### src/rtl/ihc_pkg.sv
`timescale 1ns/1ps
package ihc_pkg;
  typedef enum logic [2:0] {
    OP_INT   = 3'd0,
    OP_LOAD  = 3'd1,
    OP_STORE = 3'd2,
    OP_ADD   = 3'd3,
    OP_MUL   = 3'd4,
    OP_DIV   = 3'd5
  } op_e;

  typedef enum logic [1:0] {
    U_INT = 2'd0,
    U_ADD = 2'd1,
    U_MUL = 2'd2,
    U_DIV = 2'd3
  } unit_e;

  localparam int NUM_UNITS = 4;

  function automatic int imax(input int a, input int b);
    return (a > b) ? a : b;
  endfunction
endpackage

### src/rtl/ihc_decode.sv
`timescale 1ns/1ps
module ihc_decode import ihc_pkg::*; #(
  parameter int LW         = 5,
  parameter int LAT_INT    = 0,
  parameter int LAT_LOAD   = 1,
  parameter int ADD_STAGES = 4,
  parameter int MUL_STAGES = 7,
  parameter int DIV_LAT    = 24
) (
  input  logic [2:0]    op,
  output unit_e         unit,
  output logic [LW-1:0] lat,
  output logic          wr_dst
);
  // Pipelined units: latency is one less than their stage count.
  localparam int LAT_ADD = ADD_STAGES - 1;
  localparam int LAT_MUL = MUL_STAGES - 1;

  always_comb begin
    unit   = U_INT;
    lat    = LW'(LAT_INT);
    wr_dst = 1'b1;
    case (op)
      OP_LOAD: begin
        lat = LW'(LAT_LOAD);
      end
      OP_STORE: begin
        lat    = '0;
        wr_dst = 1'b0;
      end
      OP_ADD: begin
        unit = U_ADD;
        lat  = LW'(LAT_ADD);
      end
      OP_MUL: begin
        unit = U_MUL;
        lat  = LW'(LAT_MUL);
      end
      OP_DIV: begin
        unit = U_DIV;
        lat  = LW'(DIV_LAT);
      end
      default: begin
        // integer and unused codes: integer unit, integer latency
        unit = U_INT;
        lat  = LW'(LAT_INT);
      end
    endcase
  end
endmodule

### src/rtl/ihc_scoreboard.sv
`timescale 1ns/1ps
module ihc_scoreboard #(
  parameter int NREG   = 32,
  parameter int LW     = 5,
  parameter int MAXLAT = 24,
  localparam int RW    = $clog2(NREG)
) (
  input  logic          clk,
  input  logic          rst,
  input  logic          wr_en,
  input  logic [RW-1:0] wr_idx,
  input  logic [LW-1:0] wr_lat,
  input  logic [RW-1:0] rd_idx1,
  input  logic [RW-1:0] rd_idx2,
  output logic          pend1,
  output logic          pend2
);
  logic [LW-1:0] cnt_q [NREG];

  for (genvar i = 0; i < NREG; i++) begin : g_reg
    logic hit;
    assign hit = wr_en && (wr_idx == RW'(i));

    always_ff @(posedge clk) begin
      if (rst) begin
        cnt_q[i] <= '0;
      end else if (hit) begin
        cnt_q[i] <= wr_lat;
      end else if (cnt_q[i] != '0) begin
        cnt_q[i] <= cnt_q[i] - LW'(1);
      end
    end

    // an untouched nonzero count falls by exactly one per cycle
    p_cnt_dec_r9: assert property (@(posedge clk) disable iff (rst)
      (!hit && cnt_q[i] != '0) |=> (cnt_q[i] == $past(cnt_q[i]) - LW'(1)));

    // a count never exceeds the longest producer latency
    p_cnt_cap_r4: assert property (@(posedge clk) disable iff (rst)
      (cnt_q[i] <= LW'(MAXLAT)));
  end

  assign pend1 = (cnt_q[rd_idx1] != '0);
  assign pend2 = (cnt_q[rd_idx2] != '0);
endmodule

### src/rtl/ihc_unit_gate.sv
`timescale 1ns/1ps
module ihc_unit_gate #(
  parameter int II = 24,
  localparam int BW = $clog2(II)
) (
  input  logic clk,
  input  logic rst,
  input  logic start,
  output logic busy
);
  logic [BW-1:0] cnt_q;

  always_ff @(posedge clk) begin
    if (rst) begin
      cnt_q <= '0;
    end else if (start) begin
      cnt_q <= BW'(II - 1);
    end else if (cnt_q != '0) begin
      cnt_q <= cnt_q - BW'(1);
    end
  end

  assign busy = (cnt_q != '0);

  // the unit is never started on two consecutive cycles
  p_reissue_gap_r5: assert property (@(posedge clk) disable iff (rst)
    start |=> !start);

  // occupancy drains one cycle at a time
  p_busy_dec_r5: assert property (@(posedge clk) disable iff (rst)
    (busy && !start) |=> (cnt_q == $past(cnt_q) - BW'(1)));
endmodule

### src/rtl/issue_hazard_ctrl.sv
`timescale 1ns/1ps
module issue_hazard_ctrl import ihc_pkg::*; #(
  parameter int NREG       = 32,
  parameter int LAT_INT    = 0,
  parameter int LAT_LOAD   = 1,
  parameter int ADD_STAGES = 4,
  parameter int MUL_STAGES = 7,
  parameter int DIV_LAT    = 24,
  parameter int ADD_II     = 1,
  parameter int MUL_II     = 1,
  parameter int DIV_II     = 24
) (
  input  logic                    clk,
  input  logic                    rst,
  input  logic                    in_valid,
  output logic                    in_ready,
  input  logic [2:0]              in_op,
  input  logic [$clog2(NREG)-1:0] in_src1,
  input  logic [$clog2(NREG)-1:0] in_src2,
  input  logic [$clog2(NREG)-1:0] in_dst,
  output logic                    stall,
  output logic [1:0]              issue_unit
);
  localparam int MAXLAT = imax(imax(imax(LAT_INT, LAT_LOAD), imax(ADD_STAGES - 1, MUL_STAGES - 1)), DIV_LAT);
  localparam int LW     = $clog2(MAXLAT + 1);
  localparam int UNIT_II [NUM_UNITS] = '{1, ADD_II, MUL_II, DIV_II};

  unit_e                 sel_unit;
  logic [LW-1:0]         sel_lat;
  logic                  sel_wr;
  logic                  src1_pend;
  logic                  src2_pend;
  logic [NUM_UNITS-1:0]  unit_busy;
  logic                  fire;

  ihc_decode #(
    .LW(LW), .LAT_INT(LAT_INT), .LAT_LOAD(LAT_LOAD),
    .ADD_STAGES(ADD_STAGES), .MUL_STAGES(MUL_STAGES), .DIV_LAT(DIV_LAT)
  ) i_decode (
    .op(in_op), .unit(sel_unit), .lat(sel_lat), .wr_dst(sel_wr)
  );

  ihc_scoreboard #(.NREG(NREG), .LW(LW), .MAXLAT(MAXLAT)) i_score (
    .clk(clk), .rst(rst),
    .wr_en(fire && sel_wr), .wr_idx(in_dst), .wr_lat(sel_lat),
    .rd_idx1(in_src1), .rd_idx2(in_src2),
    .pend1(src1_pend), .pend2(src2_pend)
  );

  for (genvar u = 0; u < NUM_UNITS; u++) begin : g_unit
    if (UNIT_II[u] > 1) begin : g_gate
      ihc_unit_gate #(.II(UNIT_II[u])) i_gate (
        .clk(clk), .rst(rst),
        .start(fire && (sel_unit == unit_e'(u))),
        .busy(unit_busy[u])
      );
    end else begin : g_free
      assign unit_busy[u] = 1'b0;
    end
  end

  assign in_ready   = !src1_pend && !src2_pend && !unit_busy[sel_unit];
  assign fire       = in_valid && in_ready;
  assign stall      = in_valid && !in_ready;
  assign issue_unit = sel_unit;

  // a pending source always blocks the presented instruction
  p_src_stall_r3: assert property (@(posedge clk) disable iff (rst)
    (in_valid && (src1_pend || src2_pend)) |-> !in_ready);

  // the cycle after a reset edge starts with no pending work
  p_clear_r1: assert property (@(posedge clk)
    rst |=> (unit_busy == '0 && !src1_pend && !src2_pend));
endmodule

### config.mk
export PLATFORM = sky130hd
export DESIGN_NAME = issue_hazard_ctrl
export DESIGN_NICKNAME = d
export VERILOG_FILES = /design/src/rtl/ihc_pkg.sv /design/src/rtl/ihc_decode.sv /design/src/rtl/ihc_scoreboard.sv /design/src/rtl/ihc_unit_gate.sv /design/src/rtl/issue_hazard_ctrl.sv
export SDC_FILE = /design/constraint.sdc
export NUM_CORES = 1
export LEC_CHECK = 0
export ABC_AREA = 1
export BUFFER_PORTS_ARGS = -buffer_cell sky130_fd_sc_hd__buf_2
export CELL_PAD_IN_SITES_DETAIL_PLACEMENT = 0
export CELL_PAD_IN_SITES_GLOBAL_PLACEMENT = 2
export CORE_UTILIZATION = 35
export DETAILED_ROUTE_END_ITERATION = 8
export PLACE_DENSITY_LB_ADDON = 0.08
export SLEW_MARGIN = 20
export SYNTH_ARGS = -nofsm -noshare
export SYNTH_HDL_FRONTEND = slang
export SYNTH_SLANG_ARGS = --single-unit
### constraint.sdc
create_clock -name clk -period 2.4 [get_ports clk]
set_input_delay 0.36 -clock clk [delete_from_list [all_inputs] [get_ports clk]]
set_output_delay 0.36 -clock clk [all_outputs]
set_load 0.01 [all_outputs]
==> run metrics, run 1 <==
run status=finished, violations left; violations in the final reports=setup timing; gr usage total=0.2433; Crit Reg-Reg Startpoint=i_score.cnt_q[16][3]; Tmin final=2.640 ns; Peak VDD IR=0.5901 mV; period utilization=1.100; worst path buffer plus inverter count=5; worst-path fanout max=2; layout cells sized above 1=0.2872; syn_nets=1,633; Die ar.=0.03550 mm2; crit path cell chain=nor2_2 > buf_4 > a21oi_1 > nor2_1 > nand3_1 > nand3_1 > nand3_1 > nand2_2 > inv_2 > nor2_4 > buf_6 > buf_6 > nor2_1 > buf_2; Fin Clk Skew=0.01241 ns; crit path capture=stall; part of the power in registers=0.299; number of max-cap violations=0; core area=0.03387 mm2; Layout fillers=3,274; GP Congestion=0.9132; final WL=43,400 um; CP endpoint kind=output pin; synth top area cells=edfxtp_1, nand4_1, nand2_1, nand3_1, inv_1; top-count cell post-synth=nand2_1; vias in the first global route=11,840; Ys Warns=0; CP startpoint=i_score.cnt_q[16][3]; R2R Setup Slk=-0.23 ns; Setup Crit Path Kind=reg -> out; Final ANT Viol Nets=0; Slew Limit Fails=0; family with the most delay on the worst path=simple AND/OR/NAND/NOR gates; Internal=11,440 uW; CTS tree=yes; critical path required time=2.04 ns; FMAX=378.7 MHz; CP max stage cell=edfxtp_1; Clock Tree Buf Depth=2; Main synth FF type=edfxtp_1; Hold Buf Count CTS=0; Yosys reg bits=165; Critical Path Start Type=register; HP Class=in -> reg; combinational share of power=0.548; post-synth top area cell=edfxtp_1; share of total power in the clock network=0.153; synthesized cell area=0.01216 mm2; clk_lat worst skew=0.46 ns; number of vias per cell=5.374; Post-synth EDFFs=160; # H-tree levels=4; final hold vios=0; first-pass GRT wire length=66,100 um; RSZ-0062 raised after global routing=yes; Clock Root Buffer=clkbuf_16; residual DRC count=0; slew at the pin closest to its max-slew limit=0.6887 ns; r2r worst-path depth=17; Num CTS Buffers=17; Yosys cell types=28; sequential share of the synthesized area=0.4032; pwr/cell area=1119 mW/mm2; top cells by instance count after synthesis=nand2_1, nand4_1, nand3_1; Setup WS post-layout=-0.2404 ns; Yosys top cell area share=0.3950; area grow syn2layout=41.13%; IO buf count=24; Vert. Die Dim=188.4 um; 1st-iter DRT viols=993; RR Endpoint=i_score.cnt_q[9][3]; vias post-DR=12,590; drt first pass iters=5; cell count after synthesis=1,578; HPWL Detailed=30,290 um; Setup WS pre-CTS=-0.4911 ns; Mean Syn Cell Area=7.709 um2; Crit path top cell by count=nand3_1; ys async rst share=0; slowest stage delay, CP=0.41 ns; FP Rows=67; Slew headroom=0.5391; Sw Pwr=7774 uW; pin count of the biggest net entering global routing=51; I/O Pins=25; Die Wd=188.4 um; Pleak=0.007886 uW; initial antenna violation count=2; Setup TNS=-38.69 ns; Final setup viols=322; Initial Util=0.3592; WP depth=14; Clock transition at path regs=0.07 ns; drt wl/cell=18.52 um; Data arrival, critical path=2.28 ns; sw frac=0.4046; grt ovf=0; CTS sink cnt=165; fin nets=1,936
-- per-stage QoR --
stage	hold WS, ns	total power [uW]	utilization	cell area, um2	instances
2_1_floorplan	0.4291	11250	-	12170	1578
3_3_place_gp	0.5175	15140	0.4442	15040	2261
3_5_place_dp	0.5147	15120	0.4442	15040	2261
4_1_cts	0.1967	18550	0.4773	16160	2308
5_1_grt	0.2182	20710	0.5069	17170	2343
6_report	0.2185	19210	0.5069	17170	2343
-- state kept, by name, indices dropped and copies added, names as in the netlist --
| signal | flops |
|---|---|
| i_score.cnt_q | 160 |
| g_unit.g_gate.i_gate.cnt_q | 5 |
-- final cells by class --
cell class / count / area, um2 / share of cell area
Tap cell: 448 / 560.5 / 0.03265
Clock inverter: 15 / 176.4 / 0.01028
Antenna cell: 1 / 2.502 / 0.0001458
Inverter: 182 / 700.7 / 0.04081
Sequential cell: 165 / 4905 / 0.2857
Clock buffer: 17 / 425.4 / 0.02478
Multi-Input combinational cell: 1143 / 7004 / 0.4080
Timing Repair Buffer: 372 / 3393 / 0.1977
-- placed cells by master (no fill, tap or decap), types with 5 or more instances in the layout --
master,Yosys,layout
inv_6,0,5
nand3_2,0,25
a21oi_1,44,38
nand2_2,0,19
buf_4,8,279
nand2_1,307,284
ha_1,34,34
clkbuf_16,0,22
buf_12,0,32
o21ai_1,9,13
nand4_1,271,271
inv_1,175,170
nor2_1,119,86
nand3_1,208,148
nand3b_1,26,26
nor2_4,1,16
buf_6,9,28
edfxtp_1,160,160
xnor2_1,6,6
buf_2,16,24
nor2_2,0,18
a21oi_2,0,6
nor3_1,36,33
inv_2,5,8
xor2_1,60,60
o21ai_0,15,8
nand3_4,0,35
dfxtp_1,5,5
-- power groups by stage --
| stage | Sequential (uW) | Clock (uW) | Combinational (uW) |
|---|---|---|---|
| final | 5750 | 2930 | 10500 |
| after global routing | 5920 | 3070 | 11700 |
| after floorplan | 5620 | 0 | 5630 |
| after detailed placement | 5660 | 0 | 9460 |
| after CTS | 5680 | 2970 | 9890 |
| after global placement | 5640 | 0 | 9500 |
-- metal layers --
layer  part of all wire  wire length, um  GRT usage  vias up
met5            0.00018                8          0        -
met4              0.019              816    0.06917        2
met3              0.047             2030    0.03092       48
met2               0.47            20330     0.3924      315
met1               0.47            20220     0.3406     5989
li1                   -                -          -     6237
-- worst reg2reg max path, cell delays in order (launching register included) --
cell and delay [ns]:
edfxtp_1 0.41, nor2_2 0.19, buf_4 0.13, a21oi_1 0.06, nor2_1 0.13, nand3_1 0.11
nand3_1 0.08, nand3_1 0.09, nand2_2 0.07, inv_2 0.04, nor2_4 0.13, nand2_4 0.11
buf_12 0.14, a21oi_4 0.16, buf_12 0.21, buf_12 0.18, nand4_1 0.15, nand2_1 0.12
-- cells by family (layout without fill, tap and decap cells) --
group | count (synthesis) | count (layout) | share of synthesized area
flip-flops | 165 | 165 | 0.4032
other | 0 | 1 | 0
buffers and inverters | 270 | 586 | 0.09319
XOR/XNOR | 66 | 66 | 0.04752
adder cells (fa/ha/maj) | 34 | 34 | 0.03497
AND/OR/NAND/NOR | 969 | 969 | 0.3890
AO/OA/AOI/OAI | 74 | 74 | 0.03209
-- repair_timing --
action | 4_1_cts | 5_1_grt
cloned | 2 | 7
buffers inserted | 13 | 29
pin swaps | 40 | 78
resized for setup | 86 | 146
endpoints found under the setup margin | 326 | 326
-- worst min path at each step --
stage                                           startpoint                               end  cells past startpoint
final                                                  rst  g_unit[3].g_gate.i_gate.cnt_q[2]                      2
after global routing                                   rst  g_unit[3].g_gate.i_gate.cnt_q[2]                      2
after CTS                                              rst  g_unit[3].g_gate.i_gate.cnt_q[0]                      2
after floorplan                                        rst  g_unit[3].g_gate.i_gate.cnt_q[0]                      1
after global placement    g_unit[3].g_gate.i_gate.cnt_q[4]  g_unit[3].g_gate.i_gate.cnt_q[4]                      2
after detailed placement  g_unit[3].g_gate.i_gate.cnt_q[2]  g_unit[3].g_gate.i_gate.cnt_q[2]                      2
(Power assumes the default switching activity.)
==> run 2: changes to the inputs <==
--- a/config.mk
+++ b/config.mk
@@ -5,11 +5,11 @@
 export SDC_FILE = /design/constraint.sdc
 export NUM_CORES = 1
 export LEC_CHECK = 0
-export ABC_AREA = 1
+export ABC_AREA = 0
 export BUFFER_PORTS_ARGS = -buffer_cell sky130_fd_sc_hd__buf_2
 export CELL_PAD_IN_SITES_DETAIL_PLACEMENT = 0
 export CELL_PAD_IN_SITES_GLOBAL_PLACEMENT = 2
-export CORE_UTILIZATION = 35
+export CORE_UTILIZATION = 38
 export DETAILED_ROUTE_END_ITERATION = 8
 export PLACE_DENSITY_LB_ADDON = 0.08
 export SLEW_MARGIN = 20
==> run 2 against run 1 <==
The run still ends with setup timing left. Synthesized cell count shrank 24%. Flip-flop and latch count stayed put. Final cell count decreased by 18%. Cell area fell by 4.9%.
==> run metrics, run 2 <==
run status=finished, violations left; violations in the final reports=setup timing; final hold vios=0 (unchanged); drt first pass iters=5 (unchanged); R2R Setup Slk=-0.64 ns (-0.41 ns); 1st-iter DRT viols=533 (-46%); Yosys reg bits=165 (unchanged); Cells after DPL=1,858 (-18%); area grow syn2layout=34.91%; top flop regs=i_score.cnt_q: 160 flops, g_unit.g_gate.i_gate.cnt_q: 5 flops; Mean Syn Cell Area=10.08 um2 (+31%); Clock transition at path regs=0.07 ns (about the same); vias post-DR=10,320 (-18%); fin cells=1,920 (-18%); Data arrival, critical path=2.69 ns (+0.41 ns); Slew Limit Fails=0 (unchanged); initial antenna violation count=5 (+3); hold path startpoint=rst; pin count of the biggest net entering global routing=65 (+27%); Num CTS Buffers=17 (unchanged); Ys Warns=0 (unchanged); gr usage total=0.2360 (-0.007262); commonest non-fill, non-tap cell in the layout=buf_4; CP endpoint kind=output pin; ys async rst share=0 (unchanged); Setup Crit Path Kind=reg -> out; synthesized cell area=0.01210 mm2 (-0.55%); Slew headroom=0.3534 (-0.1858); Die ar.=0.03255 mm2 (-8.3%); DP Area=0.01503 mm2 (about the same); Yosys top cell area share=0.3971 (+0.002165); Final setup viols=322 (unchanged); Clock Root Buffer=clkbuf_16; Setup WS post-layout=-0.6538 ns (-0.4134 ns); Finished Cell Area=0.01632 mm2 (-4.9%); r2r worst-path depth=11 (-6); top-count cell post-synth=edfxtp_1; CP startpoint=i_score.cnt_q[2][4]; GP Congestion=0.8166 (-11%); fin nets=1,564 (-19%); top cells by instance count after synthesis=edfxtp_1, mux2i_1, nand2_1; Crit Reg-Reg Startpoint=i_score.cnt_q[2][4]; syn_nets=1,255 (-23%); Pleak=0.007534 uW (-4.5%); CTS sink cnt=165 (unchanged); max reg flops=160 (unchanged); Layout fillers=2,797 (-15%); IO buf count=24 (unchanged); HPWL Detailed=26,490 um (-13%); vias in the first global route=10,550 (-11%); Vert. Die Dim=180.4 um (-4.2%); first-pass GRT wire length=58,840 um (-11%); Setup TNS=-173.74 ns (-135.04 ns); Worst Hold Path EP=i_score.cnt_q[30][1]; residual DRC count=0 (unchanged); leading cell types in the layout, fill and taps excluded=buf_4, edfxtp_1, mux2i_1; Final ANT Viol Nets=0 (unchanged); Setup WS pre-CTS=-0.7490 ns (-0.2579 ns); drt wl/cell=19.55 um (+5.5%); sequential share of the synthesized area=0.4054 (+0.002210); hold path depth=3 (+1); FP Rows=64 (-4.5%); Initial Util=0.3904 (+0.03121); CTS tree=yes; synth top area cells=edfxtp_1, mux2i_1, nand3_4, nor3_1, nand2_1; Top reg by flops=i_score.cnt_q; RSZ-0062 raised after global routing=yes; cell count after synthesis=1,200 (-24%); FMAX=327.5 MHz (-14%); Fin Clk Skew=0.01614 ns (+0.003732 ns); pwr/cell area=1218 mW/mm2 (+8.9%); Peak VDD IR=0.6252 mV (+6.0%); Main synth FF type=edfxtp_1; # H-tree levels=4 (unchanged); worst-path fanout max=3 (+1); clk_lat worst skew=0.45 ns (about the same); Hold Buf Count CTS=0 (unchanged); critical path required time=2.04 ns (about the same); period utilization=1.272 (+0.1723); Tmin final=3.054 ns (+0.4134 ns); layout cells sized above 1=0.3173 (+0.03012); Die Wd=180.4 um (-4.2%); slew at the pin closest to its max-slew limit=0.9700 ns (+0.2813 ns); HP Class=in -> reg; I/O Pins=25 (unchanged); grt ovf=0 (unchanged); Post-synth EDFFs=160 (unchanged); Critical Path Start Type=register; number of vias per cell=5.375 (about the same); Clock Tree Buf Depth=2 (unchanged); final WL=37,530 um (-14%); RR Endpoint=i_score.cnt_q[19][0]; post-synth top area cell=edfxtp_1; core area=0.03099 mm2 (-8.5%); Yosys cell types=74 (+160%); number of max-cap violations=0 (unchanged)
-- run 2: metal layers --
layer | track usage | vias up | share of wire
met5 | 0 | - | 0.0011
met4 | 0.05504 | 6 | 0.014
met3 | 0.03921 | 37 | 0.036
met2 | 0.3828 | 173 | 0.46
met1 | 0.3279 | 5036 | 0.49
li1 | - | 5068 | -
-- run 2: cell families (layout without fill, tap and decap cells) --
kind of cell,count (synthesis),in the layout,synth area share
multiplexers,167,167,0.1466
AND/OR/NAND/NOR,548,548,0.2630
adder cells (fa/ha/maj),34,34,0.03516
other,0,2,0
AO/OA/AOI/OAI,104,104,0.06278
buffers and inverters,133,455,0.05161
flip-flops,165,165,0.4054
XOR/XNOR,49,49,0.03547
-- run 2: layout make-up --
type	instances	area, um2	area share
well taps	396	495.5	0.03036
multi-input cells	902	6988	0.4282
inverters	74	280.3	0.01717
flip-flops and latches	165	4905	0.3005
diodes	2	5.005	0.0003067
clock buffers	23	467.9	0.02867
clock inverters	9	152.6	0.009353
repair buffers	349	3027	0.1854
-- run 2: power breakdown --
group,total (uW),internal [uW],switching [uW]
registers,5880,5000,883
logic,11000,5540,5490
clock network,2970,1790,1170
total,19900,12300,7550
-- run 2: stage by stage --
stage,hold WS [ns],utilization,total power (uW)
2_1_floorplan,0.5225,-,11700
3_3_place_gp,0.6015,0.4849,16000
3_5_place_dp,0.6056,0.4849,16040
4_1_cts,0.3126,0.5167,19600
5_1_grt,0.3526,0.5266,21340
6_report,0.3493,0.5266,19880
-- run 2: worst max-delay path by stage --
stage                     slack (ns)                    to
after floorplan                -0.20  i_score.cnt_q[14][0]
after global placement         -0.68  i_score.cnt_q[18][0]
after detailed placement       -0.75  i_score.cnt_q[19][0]
after CTS                      -0.70                 stall
after global routing           -0.75                 stall
final                          -0.65                 stall
-- run 2: critical path, cell delays in order (launching register included) --
cell and delay (ns):
edfxtp_1 0.43, nor3_4 0.28, a32oi_2 0.20, mux4_2 0.48, nor2b_4 0.14, o32ai_4 0.27, buf_12 0.15, nand2_4 0.05
and2_4 0.13, buf_6 0.11
-- run 2: what timing repair did --
action	CTS	global route
buffers inserted	15	9
pin swaps	12	16
endpoints found under the setup margin	326	326
gates resized for setup	34	46
cloned	3	2
